### config.mk
export PLATFORM = sky130hd
export DESIGN_NAME = remap_gcmd_ctrl
export DESIGN_NICKNAME = d
export VERILOG_FILES = /design/src/rtl/remap_gcmd_pkg.sv /design/src/rtl/remap_reg_if.sv /design/src/rtl/remap_inflight_cnt.sv /design/src/rtl/remap_cmd_seq.sv /design/src/rtl/remap_gcmd_ctrl.sv
export SDC_FILE = /design/constraint.sdc
export NUM_CORES = 1
export LEC_CHECK = 0
export ABC_AREA = 1
export CAP_MARGIN = 15
export CORE_UTILIZATION = 50
export CTS_CLUSTER_SIZE = 10
export DETAILED_ROUTE_END_ITERATION = 16
export PLACE_DENSITY = 0.86
export SLEW_MARGIN = 10
export SYNTH_ARGS = -nofsm -noshare
export SYNTH_HDL_FRONTEND = slang
export SYNTH_SLANG_ARGS = --single-unit
### constraint.sdc
create_clock -name clk -period 3.8 [get_ports clk]
set_input_delay 0.95 -clock clk [delete_from_list [all_inputs] [get_ports clk]]
set_output_delay 0.95 -clock clk [all_outputs]
set_load 0.005 [all_outputs]
### src/rtl/remap_gcmd_pkg.sv
package remap_gcmd_pkg;

  // Register byte offsets
  localparam logic [7:0] OFS_CMD = 8'h18;
  localparam logic [7:0] OFS_STS = 8'h1C;
  localparam logic [7:0] OFS_RTA = 8'h20;

  // Bit positions shared by command and status registers
  localparam int BIT_TE  = 31;
  localparam int BIT_RTP = 30;

  typedef enum logic {
    SEQ_IDLE  = 1'b0,
    SEQ_DRAIN = 1'b1
  } seq_state_e;

endpackage

### src/rtl/remap_reg_if.sv
module remap_reg_if
  import remap_gcmd_pkg::*;
#(
  parameter int REG_AW = 8,
  parameter int PTR_W  = 32
) (
  input  logic              clk,
  input  logic              rst_n,
  input  logic              wr_en,
  input  logic              rd_en,
  input  logic [REG_AW-1:0] addr,
  input  logic [31:0]       wdata,
  input  logic              sts_te,
  input  logic              sts_rtp,
  output logic [31:0]       rdata,
  output logic              cmd_wr,
  output logic              cmd_te,
  output logic              cmd_srtp,
  output logic [PTR_W-1:0]  rta
);

  localparam logic [REG_AW-1:0] A_CMD = REG_AW'(OFS_CMD);
  localparam logic [REG_AW-1:0] A_STS = REG_AW'(OFS_STS);
  localparam logic [REG_AW-1:0] A_RTA = REG_AW'(OFS_RTA);

  logic             hit_cmd, hit_sts, hit_rta;
  logic             rta_en;
  logic [PTR_W-1:0] rta_q, rta_d;

  assign hit_cmd = (addr == A_CMD);
  assign hit_sts = (addr == A_STS);
  assign hit_rta = (addr == A_RTA);

  // Command strobes toward the sequencer
  assign cmd_wr   = wr_en && hit_cmd;
  assign cmd_te   = wdata[BIT_TE];
  assign cmd_srtp = wdata[BIT_RTP];

  // Root-table address register
  assign rta_en = wr_en && hit_rta;
  assign rta_d  = wdata[PTR_W-1:0];

  always_ff @(posedge clk or negedge rst_n) begin
    if (!rst_n)      rta_q <= '0;
    else if (rta_en) rta_q <= rta_d;
  end

  assign rta = rta_q;

  // Read mux; command register is write-only and reads zero
  always_comb begin
    rdata = '0;
    if (rd_en) begin
      if (hit_sts) begin
        rdata[BIT_TE]  = sts_te;
        rdata[BIT_RTP] = sts_rtp;
      end else if (hit_rta) begin
        rdata = 32'(rta_q);
      end
    end
  end

  a_r11_rta_holds_write: assert property (@(posedge clk) disable iff (!rst_n)
    rta_en |=> (rta_q == $past(rta_d)));

endmodule

### src/rtl/remap_inflight_cnt.sv
module remap_inflight_cnt #(
  parameter int MAX_OUT = 15,
  localparam int CNT_W  = $clog2(MAX_OUT + 1)
) (
  input  logic             clk,
  input  logic             rst_n,
  input  logic             inc,
  input  logic             dec,
  output logic [CNT_W-1:0] cnt,
  output logic             empty,
  output logic             full
);

  localparam logic [CNT_W-1:0] CNT_MAX = CNT_W'(MAX_OUT);

  logic [CNT_W-1:0] cnt_q, cnt_d;
  logic             dec_ok;
  logic             cnt_en;

  // A completion with nothing outstanding is dropped
  assign dec_ok = dec && ((cnt_q != '0) || inc);
  assign cnt_en = inc ^ dec_ok;

  always_comb begin
    cnt_d = cnt_q;
    if (inc && !dec_ok)      cnt_d = cnt_q + 1'b1;
    else if (!inc && dec_ok) cnt_d = cnt_q - 1'b1;
  end

  always_ff @(posedge clk or negedge rst_n) begin
    if (!rst_n)      cnt_q <= '0;
    else if (cnt_en) cnt_q <= cnt_d;
  end

  assign cnt   = cnt_q;
  assign empty = (cnt_q == '0);
  assign full  = (cnt_q == CNT_MAX);

  a_r6_no_underflow: assert property (@(posedge clk) disable iff (!rst_n)
    (empty && !inc) |=> empty);

  a_r9_no_overflow: assert property (@(posedge clk) disable iff (!rst_n)
    (full && !dec) |=> (cnt_q == CNT_MAX));

endmodule

### src/rtl/remap_cmd_seq.sv
module remap_cmd_seq
  import remap_gcmd_pkg::*;
#(
  parameter int PTR_W = 32
) (
  input  logic             clk,
  input  logic             rst_n,
  input  logic             cmd_wr,
  input  logic             cmd_te,
  input  logic             cmd_srtp,
  input  logic [PTR_W-1:0] rta,
  input  logic             cnt_empty,
  output logic             hold,
  output logic             te_sts,
  output logic             rtp_sts,
  output logic [PTR_W-1:0] act_ptr
);

  seq_state_e       state_q, state_d;
  logic             pend_ptr_q, pend_ptr_d;
  logic             pend_te_q, pend_te_d;
  logic             tgt_q, tgt_d;
  logic             te_q, te_d;
  logic             rtp_q, rtp_d;
  logic             pv_q, pv_d;
  logic [PTR_W-1:0] ptr_q, ptr_d;
  logic             te_chg, te_ok, te_go, accept_cmd, apply;

  // Decode of an incoming command
  assign te_chg     = (cmd_te != te_q);
  assign te_ok      = !cmd_te || pv_q || cmd_srtp;
  assign te_go      = te_chg && te_ok;
  assign accept_cmd = (state_q == SEQ_IDLE) && cmd_wr && (cmd_srtp || te_go);
  assign apply      = (state_q == SEQ_DRAIN) && cnt_empty;

  always_comb begin
    state_d    = state_q;
    pend_ptr_d = pend_ptr_q;
    pend_te_d  = pend_te_q;
    tgt_d      = tgt_q;
    te_d       = te_q;
    rtp_d      = rtp_q;
    pv_d       = pv_q;
    ptr_d      = ptr_q;
    if (accept_cmd) begin
      state_d    = SEQ_DRAIN;
      pend_ptr_d = cmd_srtp;
      pend_te_d  = te_go;
      tgt_d      = cmd_te;
      if (cmd_srtp) rtp_d = 1'b0;
    end else if (apply) begin
      state_d    = SEQ_IDLE;
      pend_ptr_d = 1'b0;
      pend_te_d  = 1'b0;
      // Pointer copy is ordered before the mode change
      if (pend_ptr_q) begin
        ptr_d = rta;
        rtp_d = 1'b1;
        pv_d  = 1'b1;
      end
      if (pend_te_q) begin
        te_d = tgt_q;
        if (!tgt_q) pv_d = 1'b0;
      end
    end
  end

  always_ff @(posedge clk or negedge rst_n) begin
    if (!rst_n) begin
      state_q    <= SEQ_IDLE;
      pend_ptr_q <= 1'b0;
      pend_te_q  <= 1'b0;
      tgt_q      <= 1'b0;
      te_q       <= 1'b0;
      rtp_q      <= 1'b0;
      pv_q       <= 1'b0;
      ptr_q      <= '0;
    end else begin
      state_q    <= state_d;
      pend_ptr_q <= pend_ptr_d;
      pend_te_q  <= pend_te_d;
      tgt_q      <= tgt_d;
      te_q       <= te_d;
      rtp_q      <= rtp_d;
      pv_q       <= pv_d;
      ptr_q      <= ptr_d;
    end
  end

  assign hold    = (state_q == SEQ_DRAIN);
  assign te_sts  = te_q;
  assign rtp_sts = rtp_q;
  assign act_ptr = ptr_q;

  a_r5_mode_at_boundary: assert property (@(posedge clk) disable iff (!rst_n)
    !$stable(te_q) |-> $past(cnt_empty));

  a_r3_ptr_at_boundary: assert property (@(posedge clk) disable iff (!rst_n)
    !$stable(ptr_q) |-> ($past(cnt_empty) && rtp_q));

  a_r7_enable_needs_ptr: assert property (@(posedge clk) disable iff (!rst_n)
    $rose(te_q) |-> rtp_q);

  a_r5_hold_after_cmd: assert property (@(posedge clk) disable iff (!rst_n)
    ((state_q == SEQ_IDLE) && cmd_wr && cmd_srtp) |=> hold);

endmodule

### src/rtl/remap_gcmd_ctrl.sv
module remap_gcmd_ctrl
  import remap_gcmd_pkg::*;
#(
  parameter int REG_AW  = 8,
  parameter int PTR_W   = 32,
  parameter int MAX_OUT = 15
) (
  input  logic              clk,
  input  logic              rst_n,
  input  logic              reg_wr_en,
  input  logic              reg_rd_en,
  input  logic [REG_AW-1:0] reg_addr,
  input  logic [31:0]       reg_wdata,
  output logic [31:0]       reg_rdata,
  input  logic              dma_req_valid,
  output logic              dma_req_ready,
  input  logic              dma_cpl,
  output logic              remap_en,
  output logic [PTR_W-1:0]  root_ptr
);

  localparam int CNT_W = $clog2(MAX_OUT + 1);

  logic [1:0]       rst_sync_q;
  logic             rst_core_n;
  logic             cmd_wr, cmd_te, cmd_srtp;
  logic [PTR_W-1:0] rta;
  logic             hold, te_sts, rtp_sts;
  logic [CNT_W-1:0] cnt;
  logic             cnt_empty, cnt_full;
  logic             dma_acc;

  // Asynchronous assert, synchronous release
  always_ff @(posedge clk or negedge rst_n) begin
    if (!rst_n) rst_sync_q <= 2'b00;
    else        rst_sync_q <= {rst_sync_q[0], 1'b1};
  end
  assign rst_core_n = rst_sync_q[1];

  remap_reg_if #(.REG_AW(REG_AW), .PTR_W(PTR_W)) u_regs (
    .clk      (clk),
    .rst_n    (rst_core_n),
    .wr_en    (reg_wr_en),
    .rd_en    (reg_rd_en),
    .addr     (reg_addr),
    .wdata    (reg_wdata),
    .sts_te   (te_sts),
    .sts_rtp  (rtp_sts),
    .rdata    (reg_rdata),
    .cmd_wr   (cmd_wr),
    .cmd_te   (cmd_te),
    .cmd_srtp (cmd_srtp),
    .rta      (rta)
  );

  remap_inflight_cnt #(.MAX_OUT(MAX_OUT)) u_cnt (
    .clk   (clk),
    .rst_n (rst_core_n),
    .inc   (dma_acc),
    .dec   (dma_cpl),
    .cnt   (cnt),
    .empty (cnt_empty),
    .full  (cnt_full)
  );

  remap_cmd_seq #(.PTR_W(PTR_W)) u_seq (
    .clk       (clk),
    .rst_n     (rst_core_n),
    .cmd_wr    (cmd_wr),
    .cmd_te    (cmd_te),
    .cmd_srtp  (cmd_srtp),
    .rta       (rta),
    .cnt_empty (cnt_empty),
    .hold      (hold),
    .te_sts    (te_sts),
    .rtp_sts   (rtp_sts),
    .act_ptr   (root_ptr)
  );

  assign dma_req_ready = !hold && !cnt_full;
  assign dma_acc       = dma_req_valid && dma_req_ready;
  assign remap_en      = te_sts;

  a_r9_full_blocks_accept: assert property (@(posedge clk) disable iff (!rst_core_n)
    (cnt == CNT_W'(MAX_OUT)) |-> !dma_acc);

  a_r5_no_accept_while_pending: assert property (@(posedge clk) disable iff (!rst_core_n)
    $rose(hold) |-> !dma_req_ready);

endmodule

Word-level counts from Yosys, hierarchy flattened
Index checks and enable logic that the tools add are counted.

operators by class
  $add $sub $neg = 2
  reduce and logical (&&, ||, !) cells = 30
  muxes and demuxes = 17
  equal/unequal tests = 6
  bitwise logic cells = 3

operators with widths
  operator                                             count
  2-to-1 mux 32 bit                                    2
  2-to-1 mux 30 bit                                    1
  equality test 8 x 5 -> 1 bit, second input constant  2
  logical AND 1 bit                                    11
  2-to-1 mux 1 bit                                     11
  AND reduction 3 bit                                  3
  equality test 8 x 6 -> 1 bit, second input constant  1
  2-to-1 mux 4 bit                                     2
  nonzero test 2 bit                                   3
  logical NOT 1 bit                                    5
  adder 4 x 1 -> 4 bit, second input constant          1
  equality test 4 bit, second input constant           1
  logical NOT 4 bit                                    1
  logical OR 1 bit                                     4
  AND reduction 2 bit                                  2
  nonzero test 4 bit                                   1
  subtractor 4 x 1 -> 4 bit, second input constant     1
  2-to-1 mux 2 bit                                     1
  inequality test 2 bit, second input constant         1
  inverter 1 bit                                       2
  inequality test 1 bit                                1
  bitwise XOR 1 bit                                    1

word-level totals
  output and inout port bits = 66
  bits in registers = 77
  logic and storage cells = 69

Longest topological paths before layout
  depth in word-level cells = 10
  depth in mapped cells = 12
  mapped depth without buffers = 12

Hierarchy
From an unflattened synthesis, not the netlist that was laid out.

unflattened totals
  cell total of the unflattened synthesis = 468
  area, all modules = 3693.5 um^2

modules (own cells, without submodules)
  module              instances  area each (um^2)  seq. area each (um^2)  cells an instance
  remap_reg_if        1          1755.4            800.8                  245
  remap_cmd_seq       1          1566.5            975.9                  174
  remap_inflight_cnt  1          290.3             100.1                  40
  remap_gcmd_ctrl     1          81.3              50.0                   9

Worst setup path before layout
No wires, ideal clock.

  path kind = input -> output
  start point = input reg_addr[1]
  end point = output reg_rdata[0]
  required time = 2.850 ns
  buffers on the path = 1
  data arrival time = 1.819 ns
  cell stages on the path = 6
  setup slack = 1.031 ns
  cells stage by stage = or2_1 > nor3_2 > inv_1 > nand2_1 > buf_4 > nor3_1

on the way
  word-level cells in the longest chain between the ends = 4

RTL lines
  item                          line                   text
  from (decl)                   remap_gcmd_ctrl.sv:12  input logic [REG_AW-1:0] reg_addr,
  equality test 8 x 6 -> 1 bit  remap_reg_if.sv:32     assign hit_rta = (addr == A_RTA);
  2-to-1 mux 32 bit             remap_reg_if.sv:57     end else if (hit_rta) begin
  2-to-1 mux 30 bit (*)         remap_reg_if.sv:54     if (hit_sts) begin
  2-to-1 mux 32 bit (*)         remap_reg_if.sv:53     if (rd_en) begin
  to (decl)                     remap_gcmd_ctrl.sv:14  output logic [31:0] reg_rdata,

Every way passes the cells marked *; elsewhere a longest branch is shown, timed or not.

Worst setup path in the final report
Ends and elaborated chain as after synthesis.

==> results by group <==
Outcome
  • Status: completed

Clock tree
  • Sink Count: 77
  • Clock transition at path regs: 0.08 ns
  • Hold_buf cts: 0
  • CTS tree: done
  • Clk root buf: clkbuf_8
  • Num CTS Buffers: 9
  • Clk buf depth: 2
  • Skew-Pair Late Insertion Delay: 0.34 ns
  • Htree depth: 3

Synthesis
  • Synth warn: 0
  • Yosys top cell by area: dfrtp_1
  • Seq cells post-synth: 77
  • Sequential fraction of the synthesis area: 0.558
  • Syn avg cell area: 8.54 um2
  • Post-synth EDFFs: 0
  • Post-synth top area share: 0.558
  • Top post-synthesis cells by area: dfrtp_1 56%, nand2_1 13%, nand3_1 6.1%, o21ai_0 5.4%, inv_1 5.0%
  • Most numerous cell in the Yosys netlist: nand2_1
  • Mapped Area: 3450 um2
  • Asr flop ratio synth: 1.00
  • Synth Instances: about 400
  • Commonest cells post-synth: 117 x nand2_1, 77 x dfrtp_1, 46 x inv_1, 42 x nand3_1, 37 x o21ai_0
  • Synth Flop Type: dfrtp_1
  • Unique masters post-synth: 26
  • Syn Nets: 453

Pwr
  • Leakage Power: 2.30 nW
  • Pwr Density: around 370 nW/um2
  • Worst vdd ir: 0.226 mV
  • Pwr Total: 0.00181 W

Setup path
  • FF-to-FF setup slack: roughly 1.7 ns
  • CP startpoint: reg_addr[1]
  • CP Capture Type: primary output
  • Worst reg2reg startpoint: u_cnt.cnt[1]$_DFFE_PN0P_
  • Reg2Reg Depth: 5
  • Worst Setup Start Kind: input port
  • Required @ worst endpoint: between 2 and 3 ns
  • CP max FO: 18
  • RR Endpoint: u_seq.act_ptr[31]$_DFFE_PN0P_
  • CP arrival: 2.81 ns
  • CP Capture Point: reg_rdata[0]
  • Crit Path Category: input port to primary output

Min path
  • HP Class: flop to flop
  • Worst hold stages: 0

STA
  • Max-slew headroom: 0.319
  • Measured slew at the worst slew-check pin: 1.02 ns
  • Setup violations, final: 0
  • Skew final: ~0.013 ns
  • Final hold vios: 0
  • Setup ws final: 0.0423 ns
  • Fmax: 0.266 GHz
  • Tmin final: 3.76 ns
  • Final max-slew violation count: 0
  • Final period utilization: 0.989
  • RSZ-0062 raised after global routing: true

Detailed routing
  • Wire per inst: 14.5 um
  • Drt total wl: 8.61 mm
  • First drt pass iteration count: 4
  • Initial DRC count: roughly 190
  • Detail Route Antenna Nets: 0
  • Vias: ~3,000
  • Residual DRC count: 0
  • Vias/cell: 5.19

Floorplan
  • Starting Density: 0.531
  • # rows: 29
  • Die area: 7240 um2
  • Die W: 85.1 um
  • I/O pin count: 112
  • Die span in y: 85.1 um
  • Core ar.: 6490 um2

Place
  • Dpl ws: -0.0238 ns
  • Placer Congestion: 0.833
  • IO buf count: between 100 and 150
  • Placed insts: roughly 580
  • Placed instance area: 4590 um2
  • HPWL Detailed: 5.91 mm

Global route
  • First-pass GRT wire length: 14.2 mm
  • GRT overflow: 0
  • Number of global-route vias before repair: 3,048
  • Largest net degree at the start of global routing: between 70 and 80
  • Overall Global Routing Usage: 0.250
  • Antenna violations before repair: 0

Finish
  • Fraction of layout instances using a drive strength above 1: 0.0832
  • Synth-to-Final Area Change: 41.0%
  • Post-route cell area: 4870 um2
  • Final nets: 561
  • Fillers: 480
  • Utilization after layout: 0.749
  • Non-filler cells, final: 594
  • Ant. Diodes: 0
  • Footprint of the multi-input gates: 1260 um2
  • Register Area: 1930 um2

Job
  • Max-cap violation count: 0
-- stage by stage --
| step | setup TNS [ns] | hold WS [ns] |
|---|---|---|
| 6_report | 0 | 0.364 |
| 3_5_place_dp | -0.0612 | 0.345 |
| 3_3_place_gp | 0 | 0.337 |
| 2_1_floorplan | 0 | 0.331 |
| 5_1_grt | -0.0431 | 0.379 |
| 4_1_cts | 0 | 0.365 |
-- placed cells by master, fill, tap and decap left out --
cell type / synthesis / final
bufinv_16: 0 / 1
clkinv_2: 1 / 2
conb_1: 1 / 1
nand2_1: 117 / 115
clkbuf_8: 0 / 9
nor3_2: 3 / 11
clkinvlp_4: 0 / 1
nor3_1: 30 / 22
fa_1: 1 / 1
xor2_1: 1 / 1
clkdlybuf4s50_1: 0 / 105
inv_6: 0 / 1
mux2_2: 2 / 2
clkbuf_1: 7 / 2
buf_4: 6 / 4
buf_12: 0 / 1
nand2_4: 1 / 1
inv_1: 46 / 46
nand3_1: 42 / 42
o21ai_1: 1 / 2
clkinv_4: 0 / 1
dfrtp_4: 0 / 1
nor3b_2: 0 / 1
dlygate4sd2_1: 0 / 1
nand4_1: 2 / 2
or2_4: 0 / 1
xnor2_1: 1 / 1
nand2_2: 1 / 3
nor2_1: 8 / 8
ha_1: 2 / 2
o21ai_0: 37 / 36
a21oi_1: 6 / 6
dfrtp_1: 77 / 76
buf_6: 3 / 3
dlymetal6s2s_1: 0 / 5
-- metal layers --
layer | global-route usage | wire, um | up-vias
li1 | - | - | 1503
met1 | 0.326 | 3740 | 1466
met2 | 0.426 | 4300 | 108
met3 | 0.0457 | 512 | 6
met4 | 0.0817 | 61 | 0
met5 | 0 | 0 | -
-- power by group --
part	switching, W	total (W)	internal (W)
Clock	0.000293	0.000600	0.000306
Combinational	0.000144	0.000281	0.000137
Sequential	0.0000654	0.000934	0.000868
-- worst max-delay path, stage by stage --
cell,delay [ns]
clkdlybuf4s50_1,0.40
or2_4,0.27
nor3_2,0.13
nand2_2,0.11
buf_6,0.18
nor3_1,0.22
clkdlybuf4s50_1,0.54
-- what timing repair did --
| action | CTS | global route |
|---|---|---|
| setup buffers | 0 | 0 |
| setup endpoints to repair | 6 | 30 |
| gates resized for setup | 5 | 19 |
| pin swaps | 0 | 0 |
| cloned | 0 | 1 |
-- logic make-up (layout without fill, tap and decap cells) --
logic type      after synthesis  after routing  share of synthesized area
simple gates                206            206                      0.262
xor+xnor                      2              2                    0.00508
compound gates               44             44                     0.0638
other cells                   1              1                    0.00109
mux                           2              2                    0.00652
fa+ha+maj                     3              3                     0.0130
buf+inv                      69            182                     0.0906
flops                        77             77                      0.558
-- area by class of cell --
type,count,share of cell area
flip-flops and latches,77,0.397
multi-input cells,258,0.260
repair buffers,119,0.248
inverters,47,0.0365
clock buffers,11,0.0270
well taps,77,0.0198
clock inverters,5,0.0123
-- registers in the layout (all words and copies together) (netlist names) --
signal            flops
u_cnt.cnt             4
u_seq.hold            1
u_seq.pend_ptr_q      1
u_seq.act_ptr        32
rst_sync_q            2
u_seq.pend_te_q       1
u_seq.pv_q            1
u_seq.tgt_q           1
u_regs.rta           32
u_seq.te_sts          1
u_seq.rtp_sts         1
-- worst min path at each step --
stage	from	to	slack, ns
floorplan	rst_sync_q[0]$_DFF_PN0_	rst_sync_q[1]$_DFF_PN0_	0.33
global placement	rst_sync_q[0]$_DFF_PN0_	rst_sync_q[1]$_DFF_PN0_	0.34
detailed placement	rst_sync_q[0]$_DFF_PN0_	rst_sync_q[1]$_DFF_PN0_	0.35
CTS	rst_sync_q[0]$_DFF_PN0_	rst_sync_q[1]$_DFF_PN0_	0.36
global route	rst_sync_q[0]$_DFF_PN0_	rst_sync_q[1]$_DFF_PN0_	0.38
finish	rst_sync_q[0]$_DFF_PN0_	rst_sync_q[1]$_DFF_PN0_	0.36
No activity file was read; power rests on OpenSTA's default activity.
